`config.mk`:
```
export PLATFORM = sky130hd
export DESIGN_NAME = irq_tri_arb
export DESIGN_NICKNAME = d
export VERILOG_FILES = /design/src/rtl/irq_arb_pkg.sv /design/src/rtl/irq_lvl_sort.sv /design/src/rtl/irq_pick.sv /design/src/rtl/irq_exec_track.sv /design/src/rtl/irq_tri_arb.sv
export SDC_FILE = /design/constraint.sdc
export NUM_CORES = 1
export LEC_CHECK = 0
export BUFFER_PORTS_ARGS = -buffer_cell sky130_fd_sc_hd__buf_2
export CORE_AREA = 2 2 69 71
export CTS_CLUSTER_DIAMETER = 80
export DETAILED_ROUTE_END_ITERATION = 12
export DIE_AREA = 0 0 71 73
export GPL_TIMING_DRIVEN = 0
export PLACE_DENSITY_LB_ADDON = 0.12
export SLEW_MARGIN = 20
export SYNTH_ARGS = -nofsm -noshare
export SYNTH_HDL_FRONTEND = slang
export SYNTH_HIERARCHICAL = 1
export SYNTH_SLANG_ARGS = --single-unit
```
`constraint.sdc`:
```
create_clock -name clk -period 3.87 [get_ports clk]
set_clock_uncertainty 0.15 [all_clocks]
set_input_delay 0.387 -clock clk [delete_from_list [all_inputs] [get_ports clk]]
set_output_delay 0.387 -clock clk [all_outputs]
set_load 0.01 [all_outputs]
```
`src/rtl/irq_arb_pkg.sv`:
```
package irq_arb_pkg;
  localparam int LVLS = 3;

  typedef enum logic [1:0] {
    LVL_NONE = 2'b00,
    LVL_LOW  = 2'b01,
    LVL_MED  = 2'b10,
    LVL_HIGH = 2'b11
  } lvl_e;
endpackage

```
`src/rtl/irq_lvl_sort.sv`:
```
module irq_lvl_sort
  import irq_arb_pkg::*;
#(
  parameter int N = 8
) (
  input  logic [N-1:0]      req,
  input  logic [N-1:0]      en,
  input  logic              glb_en,
  input  logic [2*N-1:0]    cfg,
  input  logic [LVLS-1:0]   lvl_en,
  output logic [N-1:0]      elig_lo,
  output logic [N-1:0]      elig_md,
  output logic [N-1:0]      elig_hi
);
  for (genvar i = 0; i < N; i++) begin : g_src
    logic       live;
    logic [1:0] code;
    assign live       = req[i] & en[i] & glb_en;
    assign code       = cfg[2*i +: 2];
    assign elig_lo[i] = live && (code == LVL_LOW)  && lvl_en[0];
    assign elig_md[i] = live && (code == LVL_MED)  && lvl_en[1];
    assign elig_hi[i] = live && (code == LVL_HIGH) && lvl_en[2];
  end
endmodule

```
`src/rtl/irq_pick.sv`:
```
module irq_pick #(
  parameter int N  = 8,
  parameter int IW = $clog2(N)
) (
  input  logic [N-1:0]  req,
  input  logic [IW-1:0] last,
  input  logic          rr_on,
  output logic          any,
  output logic [IW-1:0] idx
);
  logic [N-1:0] above;
  logic [N-1:0] pref;

  for (genvar i = 0; i < N; i++) begin : g_above
    assign above[i] = rr_on && ({1'b0, last} < (IW+1)'(i));
  end

  assign pref = req & above;
  assign any  = |req;

  always_comb begin
    idx = '0;
    if (|pref) begin
      for (int i = N-1; i >= 0; i--) if (pref[i]) idx = IW'(i);
    end else begin
      for (int i = N-1; i >= 0; i--) if (req[i]) idx = IW'(i);
    end
  end
endmodule

```
`src/rtl/irq_exec_track.sv`:
```
module irq_exec_track
  import irq_arb_pkg::*;
(
  input  logic            clk,
  input  logic            rst_n,
  input  logic            set_en,
  input  lvl_e            set_lvl,
  input  logic            reti,
  output logic [LVLS-1:0] status,
  output lvl_e            top_lvl
);
  logic [LVLS-1:0] st_q, clr, nxt;

  always_comb begin
    if (st_q[2])      clr = 3'b100;
    else if (st_q[1]) clr = 3'b010;
    else if (st_q[0]) clr = 3'b001;
    else              clr = 3'b000;
    nxt = reti ? (st_q & ~clr) : st_q;
    if (set_en) begin
      case (set_lvl)
        LVL_LOW:  nxt[0] = 1'b1;
        LVL_MED:  nxt[1] = 1'b1;
        LVL_HIGH: nxt[2] = 1'b1;
        default:  ;
      endcase
    end
  end

  always_ff @(posedge clk) begin
    if (!rst_n) st_q <= '0;
    else        st_q <= nxt;
  end

  assign status  = st_q;
  assign top_lvl = st_q[2] ? LVL_HIGH : st_q[1] ? LVL_MED : st_q[0] ? LVL_LOW : LVL_NONE;
endmodule

```
`src/rtl/irq_tri_arb.sv`:
```
module irq_tri_arb
  import irq_arb_pkg::*;
#(
  parameter int N  = 8,
  parameter int IW = $clog2(N)
) (
  input  logic            clk,
  input  logic            rst_n,
  input  logic [N-1:0]    irq_req,
  input  logic [N-1:0]    irq_en,
  input  logic            glb_en,
  input  logic [2*N-1:0]  lvl_cfg,
  input  logic [LVLS-1:0] lvl_en,
  input  logic            rr_low,
  output logic            vec_valid,
  input  logic            vec_ready,
  output logic [IW-1:0]   vec_idx,
  output logic [1:0]      vec_lvl,
  input  logic            reti,
  output logic [LVLS-1:0] exec_status
);
  logic [N-1:0]  el_lo, el_md, el_hi;
  logic          any_lo, any_md, any_hi;
  logic [IW-1:0] idx_lo, idx_md, idx_hi;
  logic [IW-1:0] last_lo_q;
  logic          vld_q;
  logic [IW-1:0] idx_q;
  lvl_e          lvl_q;
  lvl_e          exec_top;
  logic          win_any;
  logic [IW-1:0] win_idx;
  lvl_e          win_lvl;
  logic          accept;

  irq_lvl_sort #(.N(N)) u_sort (
    .req(irq_req), .en(irq_en), .glb_en(glb_en), .cfg(lvl_cfg), .lvl_en(lvl_en),
    .elig_lo(el_lo), .elig_md(el_md), .elig_hi(el_hi)
  );

  irq_pick #(.N(N), .IW(IW)) u_pick_hi (
    .req(el_hi), .last(last_lo_q), .rr_on(1'b0), .any(any_hi), .idx(idx_hi));
  irq_pick #(.N(N), .IW(IW)) u_pick_md (
    .req(el_md), .last(last_lo_q), .rr_on(1'b0), .any(any_md), .idx(idx_md));
  irq_pick #(.N(N), .IW(IW)) u_pick_lo (
    .req(el_lo), .last(last_lo_q), .rr_on(rr_low), .any(any_lo), .idx(idx_lo));

  assign accept = vld_q & vec_ready;

  irq_exec_track u_exec (
    .clk(clk), .rst_n(rst_n), .set_en(accept), .set_lvl(lvl_q), .reti(reti),
    .status(exec_status), .top_lvl(exec_top)
  );

  always_comb begin
    win_any = 1'b0;
    win_idx = '0;
    win_lvl = LVL_NONE;
    if (any_hi && (exec_top < LVL_HIGH)) begin
      win_any = 1'b1; win_idx = idx_hi; win_lvl = LVL_HIGH;
    end else if (any_md && (exec_top < LVL_MED)) begin
      win_any = 1'b1; win_idx = idx_md; win_lvl = LVL_MED;
    end else if (any_lo && (exec_top == LVL_NONE)) begin
      win_any = 1'b1; win_idx = idx_lo; win_lvl = LVL_LOW;
    end
  end

  always_ff @(posedge clk) begin
    if (!rst_n) begin
      vld_q     <= 1'b0;
      idx_q     <= '0;
      lvl_q     <= LVL_NONE;
      last_lo_q <= IW'(N-1);
    end else if (!vld_q) begin
      if (win_any) begin
        vld_q <= 1'b1;
        idx_q <= win_idx;
        lvl_q <= win_lvl;
      end
    end else if (vec_ready) begin
      vld_q <= 1'b0;
      if (lvl_q == LVL_LOW) last_lo_q <= idx_q;
    end
  end

  assign vec_valid = vld_q;
  assign vec_idx   = idx_q;
  assign vec_lvl   = lvl_q;
endmodule

```
* After elaboration in Yosys (flattened, before gate mapping)
Index checks and enable logic that the tools add are counted.
** Storage, ports and cells
- Register bits :: 12
- Bits of input ports :: 41
- Word-level logic and storage cells :: 183
- Output and inout port bits :: 9
** Operators by class
- Bitwise logic cells :: 21
- Reductions and logical operators :: 65
- Equal/unequal tests :: 27
- Magnitude comparators :: 9
- Muxes and demuxes :: 56
** Operators by type and width (number)
- two-way mux 3 bit :: 40
- logical AND 1 bit :: 58
- equality test 2 bit (second input constant) :: 18
- OR reduction 8 bit :: 4
- equality test 2 x 1 -> 1 bit (second input constant) :: 9
- AND 1 bit :: 17
- < comparator 3 bit (second input constant) :: 4
- two-way mux 1 bit :: 12
- AND 8 bit :: 1
- two-way mux 2 bit :: 4
- < comparator 3 x 2 -> 1 bit (second input constant) :: 2
- < comparator 2 bit (second input constant) :: 2
- AND 3 bit :: 1
- < comparator 3 x 1 -> 1 bit (second input constant) :: 1
- inverter 3 bit :: 1
- AND reduction 3 bit :: 1
- logical NOT 2 bit :: 1
- AND reduction 2 bit :: 1
- inverter 1 bit :: 1

* Longest topological paths before layout
Gate-level depths: netlist of the first run.
- Word-level depth :: 17
- Depth in mapped cells :: 11
- Gate-level depth less buffers :: 10

* Hierarchy
Netlist of the first run, hierarchy kept.
** By module, submodules not included
- irq_pick :: area an instance 252.7 um^2, instances 3, cells each 42, seq. area each 0.0 um^2
- irq_tri_arb :: area an instance 515.5 um^2, instances 1, cells each 60, seq. area each 180.2 um^2
- irq_lvl_sort :: area an instance 302.8 um^2, instances 1, cells each 52, seq. area each 0.0 um^2
- irq_exec_track :: area an instance 147.6 um^2, instances 1, cells each 16, seq. area each 60.1 um^2

* Least setup slack after synthesis of the first run
OpenSTA, ideal clock, no wires.
- Path type :: input port to flip-flop
- From :: input port lvl_en[1]
- To :: register idx_q[2], in the netlist vec_idx[2]
- Path slack :: 1697 ps
- Data required time :: 3604 ps
- Library setup time :: 116 ps
- Path buffers :: 1
- Stages :: 9
- Arrival time :: 1907 ps
- Path through :: nand2_1 nor4b_2 nor4_1 nand2_1 buf_4 nor2_2 a221oi_4 nor2_1 a41o_1
** On the way
- Elaborated cells on any way between the ends :: 23
- Those cells by class :: mux (12); reduce/logical (11)
** RTL lines
- from (decl) :: RTL line irq_tri_arb.sv:13 : input logic [LVLS-1:0] lvl_en,
- logical AND 1 bit (*) :: RTL line irq_lvl_sort.sv:21 : assign elig_md[i] = live && (code == LVL_MED) && lvl_en[1];
- named net el_md[2] :: RTL line irq_tri_arb.sv:22 : logic [N-1:0] el_lo, el_md, el_hi;
- OR reduction 8 bit (*) :: RTL line irq_pick.sv:19 : assign any = |req;
- named net any_md :: RTL line irq_tri_arb.sv:23 : logic any_lo, any_md, any_hi;
- logical AND 1 bit (*) :: RTL line irq_tri_arb.sv:60 : end else if (any_md && (exec_top < LVL_MED)) begin
- two-way mux 1 bit :: RTL line irq_tri_arb.sv:60
- two-way mux 1 bit :: RTL line irq_tri_arb.sv:58 : if (any_hi && (exec_top < LVL_HIGH)) begin
- AND reduction 2 bit (no line)
- to (signal assigned) :: RTL line irq_tri_arb.sv:76 : idx_q <= win_idx;
- to (decl) :: RTL line irq_tri_arb.sv:27 : logic [IW-1:0] idx_q;
The timed path passes the listed nets; every way through them passes the cells marked *.
A chain may end at the register's enable or synchronous reset.

* Worst setup path in the final report of the first run
- From :: register last_lo_q[1]
- To :: register idx_q[0], in the netlist vec_idx[0]
** On the way
- Word-level cells in the longest chain between the ends :: 15
- Elaborated cells on any way between the ends :: 28
- Those cells by class :: order compare (7); mux (12); bitwise (1); reduce/logical (8)
** Ends and longest elaborated chain
- from (decl) :: RTL line irq_tri_arb.sv:25 : logic [IW-1:0] last_lo_q;
- from (signal assigned) :: RTL line irq_tri_arb.sv:72 : last_lo_q <= IW'(N-1);
- from (signal assigned) :: RTL line irq_tri_arb.sv:81 : if (lvl_q == LVL_LOW) last_lo_q <= idx_q;
- < comparator 3 bit
- logical AND 1 bit :: RTL line irq_pick.sv:15 : assign above[i] = rr_on && ({1'b0, last} < (IW+1)'(i));
- AND 8 bit (*) :: RTL line irq_pick.sv:18 : assign pref = req & above;
- two-way mux 3 bit (8 in a row) :: RTL line irq_pick.sv:24 : for (int i = N-1; i >= 0; i--) if (pref[i]) idx = IW'(i);
- two-way mux 3 bit (*) :: RTL line irq_pick.sv:23 : if (|pref) begin
- named net idx_lo[0] :: RTL line irq_tri_arb.sv:24 : logic [IW-1:0] idx_lo, idx_md, idx_hi;
- two-way mux 3 bit (*) :: RTL line irq_tri_arb.sv:62 : end else if (any_lo && (exec_top == LVL_NONE)) begin
- two-way mux 3 bit (*) :: RTL line irq_tri_arb.sv:60
- two-way mux 3 bit (*) :: RTL line irq_tri_arb.sv:58
Marks and branches as above.

==> results.tsv, run 1 <==
metric	value	unit
Mapped Cells	254	
Synth top area share	13.9	%
met3 routed WL	288	um
Post-synth EDFFs	0	
worst slew pin tran	0.782	ns
Setup Buffers After CTS	0	
Post-route DRC	0	
GRT Total Usage	18.9	%
CTS H-Tree Depth	1	
area occupied by multi-input gates	1450	um^2
Hold WC Path Type	in2reg	
post-synthesis cell type count	49	
Final Hold Viols	0	
Layout Nets	357	
worst hold start	rst_n	
Int Power	0.280	mW
CP Data Arrival Time	2.45	ns
TritonCTS Buffers	3	
Setup crit start kind	register	
Initial Util	38.0	%
Post-Syn Area	1720	um^2
async set or reset register ratio after synthesis	0	%
routability cong.	0.801	
CORE AREA	4540	um^2
area of the die	5180	um^2
status	complete, no violations	
PortBufs	48	
WP buf/inv	0	
share of layout cells above drive strength 1	25.7	%
row count	25	
most frequent cells in the layout	buf_2, nand2_1, nor2_1, a21oi_1, o21ai_0	
Psw	0.125	mW
PD cells	191	nW/um^2
fmax	413	MHz
cts hold-fix bufs	0	
Synth area leaders	dfxtp_1, nand2_1, a21oi_1	
wire per inst	13.4	um
Tcrit/Tclk final	62.6	%
Final Slew Violations	0	
Resize count post-CTS	0	
Worst path max stage delay	0.82	ns
DP Wirelength	3960	um
chip width	71	um
Syn Area/Cell	6.79	um^2
Required @ worst endpoint	3.90	ns
Seq cells post-synth	12	
CP Launch Point	last_lo_q[1]	
worst hold margin	0.262	ns
Max-Cap Viols	0	
first-pass GRT wire length	8090	um
initial antenna violation count	0	
Crit Path Max Fanout	22	
Post-synth top flop	dfxtp_1	
I/O Pins	50	
relative slew slack	47.8	%
Clock Path Buffers	2	
P_leak	0.868	nW
Clock Latency Late Sink	0.24	ns
sequential fraction of the synthesis area	13.9	%
clk root buf	clkbuf_8	
register clock-pin slew on the reported worst setup and hold paths	0.05	ns
FF+latch area	240	um^2
total congestion overflow	0	
Sw Ratio	30.9	%
Worst path top cell family by delay	compound AO/OA/AOI/OAI gates	
most frequent CP cell	o21ai_0	
Pre-Repair DR Iteration Count	4	
Die Ht	73	um
CP max stage cell	dfxtp_1	
highest metal used	met4	
RSZ-0062 raised after global routing	no	
DRC marker count from the first detailed-route iteration	66	
wl on met1	2340	um
minimum clock period	2.42	ns
Critical R2R Launch	last_lo_q[1]	
vias in the first global route	1788	
largest net degree at the start of global routing	23	
CP Capture Type	register	
final setup violation count	0	
Sequential Power Share	35.7	%
commonest non-fill, non-tap cell in the layout	buf_2	
CTS tree	yes	
Comb pwr share	31.0	%
total number of vias	2020	
clock sinks	12	
via/cell ratio	5.47	
setup TNS	0	ns
post-route ant nets	0	
clock power share	33.3	%
FILL cells	487	
diode count	0	
Setup CP Type	reg2reg	
cells along the critical path	a21boi_0 > o41ai_1 > o21ai_0 > o41ai_2 > nand2_1 > o21ai_0 > a41o_1	
synth warn	6	
wire length on met2	2290	um
Max VDD drop	0.000149	V
area delta synth->final	23.0	%
final WL	4930	um
Yosys top cell by area	dfxtp_1	
## worst register-to-register path: cells and delay by family (launching register included)
family             cells  cell delay (ns)
AOI/OAI and AO/OA      6             1.32
DFF                    1             0.82
and+or+nand+nor        1             0.07
## synthesized netlist by cell type, types with 2 or more instances
| cell | instances |
|---|---|
| a21boi_0 | 3 |
| mux2i_1 | 3 |
| nand2_1 | 35 |
| a2bb2oi_2 | 3 |
| and3_1 | 3 |
| a21oi_1 | 24 |
| o41ai_2 | 3 |
| nand2b_2 | 4 |
| nor4_1 | 6 |
| o21ai_0 | 16 |
| and2_1 | 2 |
| nor2_2 | 5 |
| o31a_1 | 3 |
| or2b_1 | 3 |
| inv_1 | 9 |
| o31ai_1 | 4 |
| nand2b_1 | 6 |
| nor3_1 | 8 |
| nand4b_1 | 10 |
| dfxtp_1 | 12 |
| and2b_1 | 3 |
| nand3_1 | 14 |
| o211ai_1 | 3 |
| nor2b_1 | 7 |
| o21bai_1 | 3 |
| buf_6 | 2 |
| o41ai_1 | 3 |
| a31oi_1 | 3 |
| a41o_1 | 3 |
| nor2_1 | 32 |
## registers in the layout, indices dropped and copies added, names as in the netlist
name and flops:
last_lo_q 3, u_exec/status 3, vec_idx 3, vec_valid 1, vec_lvl 2
## layer usage
| metal | global-route usage, % | vias to the layer above |
|---|---|---|
| li1 | - | 1058 |
| met1 | 25.7 | 910 |
| met2 | 33.0 | 50 |
| met3 | 1.93 | 2 |
| met4 | 3.14 | 0 |
| met5 | 0 | - |
## power groups by stage
stage	registers, mW	clock network (mW)	logic [mW]
after global placement	0.148	0	0.125
final	0.145	0.135	0.126
after floorplan	0.146	0	0.0770
after detailed placement	0.148	0	0.125
after global routing	0.147	0.148	0.140
after CTS	0.145	0.138	0.126
## path summary, 6_finish.rpt
check / cells after the start / slack [ns] / end
worst max-delay path: 7 / 1.45 / vec_idx[0]
worst max register to register: 7 / 1.45 / vec_idx[0]
worst min-delay path: 2 / 0.26 / last_lo_q[2]
worst min register to register: 2 / 0.32 / u_exec/status[0]
## metrics by stage
step,cells,cell area [um^2],util [%],worst slack [ns],total power [mW]
after CTS,369,2120,46.8,1.45,0.410
after detailed placement,365,2070,45.5,1.28,0.273
after global routing,369,2120,46.8,1.15,0.435
after global placement,365,2070,45.5,1.24,0.272
after floorplan,263,1760,-,1.70,0.223
final,369,2120,46.8,1.45,0.405
## cell type report
type / count / area share (%)
flip-flops and latches: 12 / 11.3
repair buffers: 48 / 11.3
clock buffers: 4 / 2.60
plain buffers: 4 / 1.65
multi-input cells: 238 / 68.3
inverters: 9 / 1.59
well taps: 54 / 3.19
## cells by family (layout without fill, tap and decap cells)
group,after synthesis,in the layout,synth area share [%]
AOI/OAI and AO/OA,78,78,33.4
buffers and inverters,13,65,3.99
DFF,12,12,13.9
muxes,3,3,1.74
other,1,10,0.217
and+or+nand+nor,147,147,46.7
(Power assumes the default switching activity.)
==> run 2, diff against run 1 <==
Clock period 3.87 ns to 2.51 ns, I/O delays scaled along.
==> results.tsv, run 2 (synthesized netlist as in run 1, its figures left out) <==
metric	value	unit
reg2reg setup slack	0.37	ns
area delta synth->final	23.1	%
Max VDD drop	0.000229	V
first-pass GRT wire length	8090	um
row count	25	
Hold WC Path Type	in2reg	
diode count	0	
P_leak	0.867	nW
Worst path top cell family by delay	simple AND/OR/NAND/NOR gates	
PD cells	295	nW/um^2
Initial Util	38.0	%
Setup CP Type	in2reg	
Final Util	46.8	%
Final Slew Violations	0	
final WL	4930	um
Tcrit/Tclk final	89.3	%
Critical R2R Launch	last_lo_q[2]	
setup TNS	0	ns
DP Wirelength	3960	um
WP buf/inv	2	
relative slew slack	53.8	%
worst slew pin tran	0.688	ns
Final Hold Viols	0	
worst hold start	rst_n	
Worst path max stage delay	0.58	ns
Psw	0.193	mW
Int Power	0.432	mW
Clock Latency Late Sink	0.24	ns
Hold Path Stages	2	
FILL cells	487	
I/O Pins	50	
share of layout cells above drive strength 1	26.0	%
total congestion overflow	0	
Post-route DRC	0	
total power	0.625	mW
largest net degree at the start of global routing	23	
CTS tree	yes	
wire per inst	13.4	um
routability cong.	0.801	
Sw Ratio	30.9	%
Crit Path Max Fanout	10	
CP Data Arrival Time	2.22	ns
vias in the first global route	1788	
Placed Cells	365	
commonest non-fill, non-tap cell in the layout	buf_2	
fmax	446	MHz
Required @ worst endpoint	2.49	ns
PortBufs	48	
Die Ht	73	um
worst-case reg-to-reg path depth	7	
CP max stage cell	nor3_1	
area of the die	5180	um^2
register clock-pin slew on the reported worst setup and hold paths	0.05	ns
Layout Nets	357	
Comb pwr share	31.0	%
Setup Buffers After CTS	0	
initial antenna violation count	0	
cells along the critical path	buf_2 > buf_6 > nand2_4 > nor3_1 > nor4_1 > nand2_1 > nand2b_4 > a221oi_4 > nor2_1 > a41o_1	
status	complete, no violations	
end of the worst hold path	last_lo_q[2]	
total number of vias	2008	
clock sinks	12	
minimum clock period	2.24	ns
clk root buf	clkbuf_8	
Clock Path Buffers	2	
chip width	71	um
worst hold margin	0.126	ns
most frequent cells in the layout	buf_2, nand2_1, nor2_1, a21oi_1, o21ai_0	
clock power share	33.2	%
CORE AREA	4540	um^2
CP Launch Point	glb_en	
post-route ant nets	0	
Setup crit start kind	primary input	
Sequential Power Share	35.7	%
Finished Layout Cells	369	
Pre-Repair DR Iteration Count	4	
reg-to-reg endpoint	vec_idx[0]	
GRT Total Usage	18.9	%
final setup violation count	0	
via/cell ratio	5.44	
CP Capture Type	register	
RSZ-0062 raised after global routing	no	
Max-Cap Viols	0	
TritonCTS Buffers	3	
CTS H-Tree Depth	1	
DRC marker count from the first detailed-route iteration	72	
[run 2: changes by cell type in the layout (fill, tap and decap cells not counted)]
cell and delta:
dfxtp_2 +1, dfxtp_1 -1
[run 2: stage by stage]
| step | setup WS (ns) | cell area, um^2 |
|---|---|---|
| final | 0.268 | 2120 |
| after global routing | 0.0390 | 2120 |
| after CTS | 0.0856 | 2120 |
| after detailed placement | 0.0557 | 2070 |
| after global placement | 0.0191 | 2070 |
| after floorplan | 0.473 | 1760 |
[run 2: worst max path at each step]
| stage | cells after the start | end | slack, ns |
|---|---|---|---|
| global placement | 10 | vec_idx[0] | 0.02 |
| CTS | 7 | vec_idx[0] | 0.09 |
| finish | 10 | vec_idx[0] | 0.27 |
| detailed placement | 11 | vec_idx[0] | 0.06 |
| global route | 7 | vec_idx[0] | 0.04 |
| floorplan | 9 | vec_idx[2] | 0.47 |
[run 2: worst register-to-register path, delay by kind of cell, from the launching register on]
family             cells  cell delay [ns]
DFF                    1             0.61
AOI/OAI and AO/OA      6             1.25
and+or+nand+nor        1             0.07
[run 2: timing repair]
| item | in CTS | in global routing |
|---|---|---|
| endpoints found under the setup margin | 0 | 1 |
| gates resized for setup | 0 | 1 |
| hold buffers | 0 | 0 |
| hold endpoints to repair | 0 | 0 |
[run 2: layout make-up]
class / instances / area, um^2 / area share [%]
plain buffers: 4 / 35.0 / 1.65
clock buffers: 4 / 55.1 / 2.59
well taps: 54 / 67.6 / 3.18
repair buffers: 48 / 240 / 11.3
multi-input cells: 238 / 1450 / 68.3
flip-flops and latches: 12 / 241 / 11.4
inverters: 9 / 33.8 / 1.59
[run 2: power groups by stage]
stage          Combinational [mW]  Clock, mW  Sequential (mW)
6_report                    0.194      0.208            0.223
5_1_grt                     0.216      0.228            0.227
4_1_cts                     0.194      0.213            0.224
3_5_place_dp                0.193          0            0.228
3_3_place_gp                0.192          0            0.227
2_1_floorplan               0.119          0            0.226
[run 2: metal layers]
layer	GRT usage [%]	part of all wire, %	up-vias
met5	0	0	-
met1	25.7	48	897
li1	-	-	1058
met3	1.93	5.6	2
met4	3.14	0.26	0
met2	33.0	47	51
==> run 3, diff against run 2 <==
Settings changed: CELL_PAD_IN_SITES_DETAIL_PLACEMENT from default to 1, CELL_PAD_IN_SITES_GLOBAL_PLACEMENT from default to 1, CORE_AREA 2 2 69 71 to 2 2 73 75, DIE_AREA 0 0 71 73 to 0 0 75 77.
==> results.tsv, run 3 (synthesized netlist as in run 1, its figures left out) <==
metric	value	unit
total congestion overflow	0	
GRT Total Usage	19.7	%
Pre-Repair DR Iteration Count	4	
Setup Buffers After CTS	0	
most frequent CP cell	o21ai_0	
Die Ht	77	um
Hold Path Stages	2	
end of the worst hold path	last_lo_q[1]	
total number of vias	2083	
largest net degree at the start of global routing	23	
CTS tree	yes	
setup slack after layout	0.270	ns
Setup crit start kind	register	
vias in the first global route	2071	
most frequent cells in the layout	buf_2, nand2_1, nor2_1, a21oi_1, o21ai_0	
PortBufs	48	
Final Util	43.1	%
cells along the critical path	nand2b_2 > nor2_2 > o21ai_0 > o21ai_0 > o41ai_2 > nand2_1 > o21ai_0 > a41o_1	
diode count	0	
I/O Pins	50	
CP Capture Type	register	
via/cell ratio	5.41	
Max VDD drop	0.000289	V
WP buf/inv	0	
final setup violation count	0	
CP Data Arrival Time	2.27	ns
met3 Use GR	1.45	%
Initial Util	34.6	%
P_leak	0.868	nW
first-pass GRT wire length	9380	um
worst-case reg-to-reg path depth	8	
Setup CP Type	reg2reg	
relative slew slack	60.0	%
Max-Cap Viols	0	
gr busiest metal	met2	
fmax	446	MHz
setup TNS	0	ns
clock sinks	12	
Post-route DRC	0	
chip width	75	um
Layout Nets	357	
worst slew pin tran	0.600	ns
worst hold start	rst_n	
TritonCTS Buffers	3	
Tcrit/Tclk final	89.3	%
DP Wirelength	4620	um
status	complete, no violations	
initial antenna violation count	0	
Final Hold Viols	0	
Required @ worst endpoint	2.54	ns
Clock Latency Late Sink	0.24	ns
Final Slew Violations	0	
Critical R2R Launch	last_lo_q[2]	
post-route ant nets	0	
Hold WC Path Type	in2reg	
total power	0.630	mW
pre-CTS setup slack	0.00995	ns
CORE AREA	4980	um^2
wire per inst	14.5	um
CP max stage cell	dfxtp_1	
minimum clock period	2.24	ns
final WL	5590	um
share of layout cells above drive strength 1	26.3	%
Crit Path Max Fanout	16	
grt met2 use	34.7	%
CP Launch Point	last_lo_q[2]	
register clock-pin slew on the reported worst setup and hold paths	0.05	ns
PD cells	293	nW/um^2
routability cong.	0.824	
area delta synth->final	24.5	%
Worst path max stage delay	0.64	ns
reg-to-reg endpoint	vec_idx[0]	
Worst path top cell family by delay	compound AO/OA/AOI/OAI gates	
RSZ-0062 raised after global routing	no	
area of the die	5780	um^2
commonest non-fill, non-tap cell in the layout	buf_2	
reg2reg setup slack	0.27	ns
clk root buf	clkbuf_8	
DRC marker count from the first detailed-route iteration	53	
row count	26	
met1 Usage GRT	26.5	%
CTS H-Tree Depth	1	
Clock Path Buffers	2	
-- run 3: worst max-delay path by stage --
stage                             to  slack (ns)  depth (start not counted)
after CTS                 vec_idx[0]        0.03                          7
final                     vec_idx[0]        0.27                          8
after global routing      vec_idx[1]        0.01                         12
after detailed placement  vec_idx[2]        0.01                         10
after global placement    vec_idx[1]        0.06                         12
after floorplan           vec_idx[2]        0.47                          9
-- run 3: power by group --
part	internal, mW	leakage (nW)	switching [mW]
Clock	0.138	0.0288	0.0703
Sequential	0.202	0.0971	0.0228
Combinational	0.0916	0.742	0.105
Total	0.432	0.868	0.198
-- run 3: repair_timing --
item,in CTS,in global routing
hold endpoints to repair,0,0
resized for setup,0,2
hold buffers,0,0
setup endpoints to repair,0,2
-- run 3: layout make-up --
| class | count | area [um^2] |
|---|---|---|
| timing repair buffer | 48 | 240 |
| tap | 70 | 87.6 |
| multi-input combinational | 238 | 1450 |
| inverter | 9 | 33.8 |
| fill | 688 | 2830 |
| sequential | 12 | 241 |
| buffer | 4 | 35.0 |
| clock buffer | 4 | 55.1 |
-- run 3: layer usage --
metal	wire length (um)	share of wire (%)
met3	204	3.7
met1	2580	46
met4	17	0.30
met5	0	0
met2	2790	50
-- run 3: per-stage QoR --
step | area, um^2 | std cells | hold slack [ns]
3_3_place_gp | 2090 | 381 | 0.330
6_report | 2150 | 385 | 0.127
2_1_floorplan | 1760 | 263 | 0.163
3_5_place_dp | 2090 | 381 | 0.323
4_1_cts | 2140 | 385 | 0.131
5_1_grt | 2150 | 385 | 0.148
-- run 3: worst reg2reg max path, delay by kind of cell, from the launching register on --
family | cells | cell delay, ns
AND/OR/NAND/NOR | 3 | 0.41
AO/OA/AOI/OAI | 5 | 0.98
flip-flops | 1 | 0.64
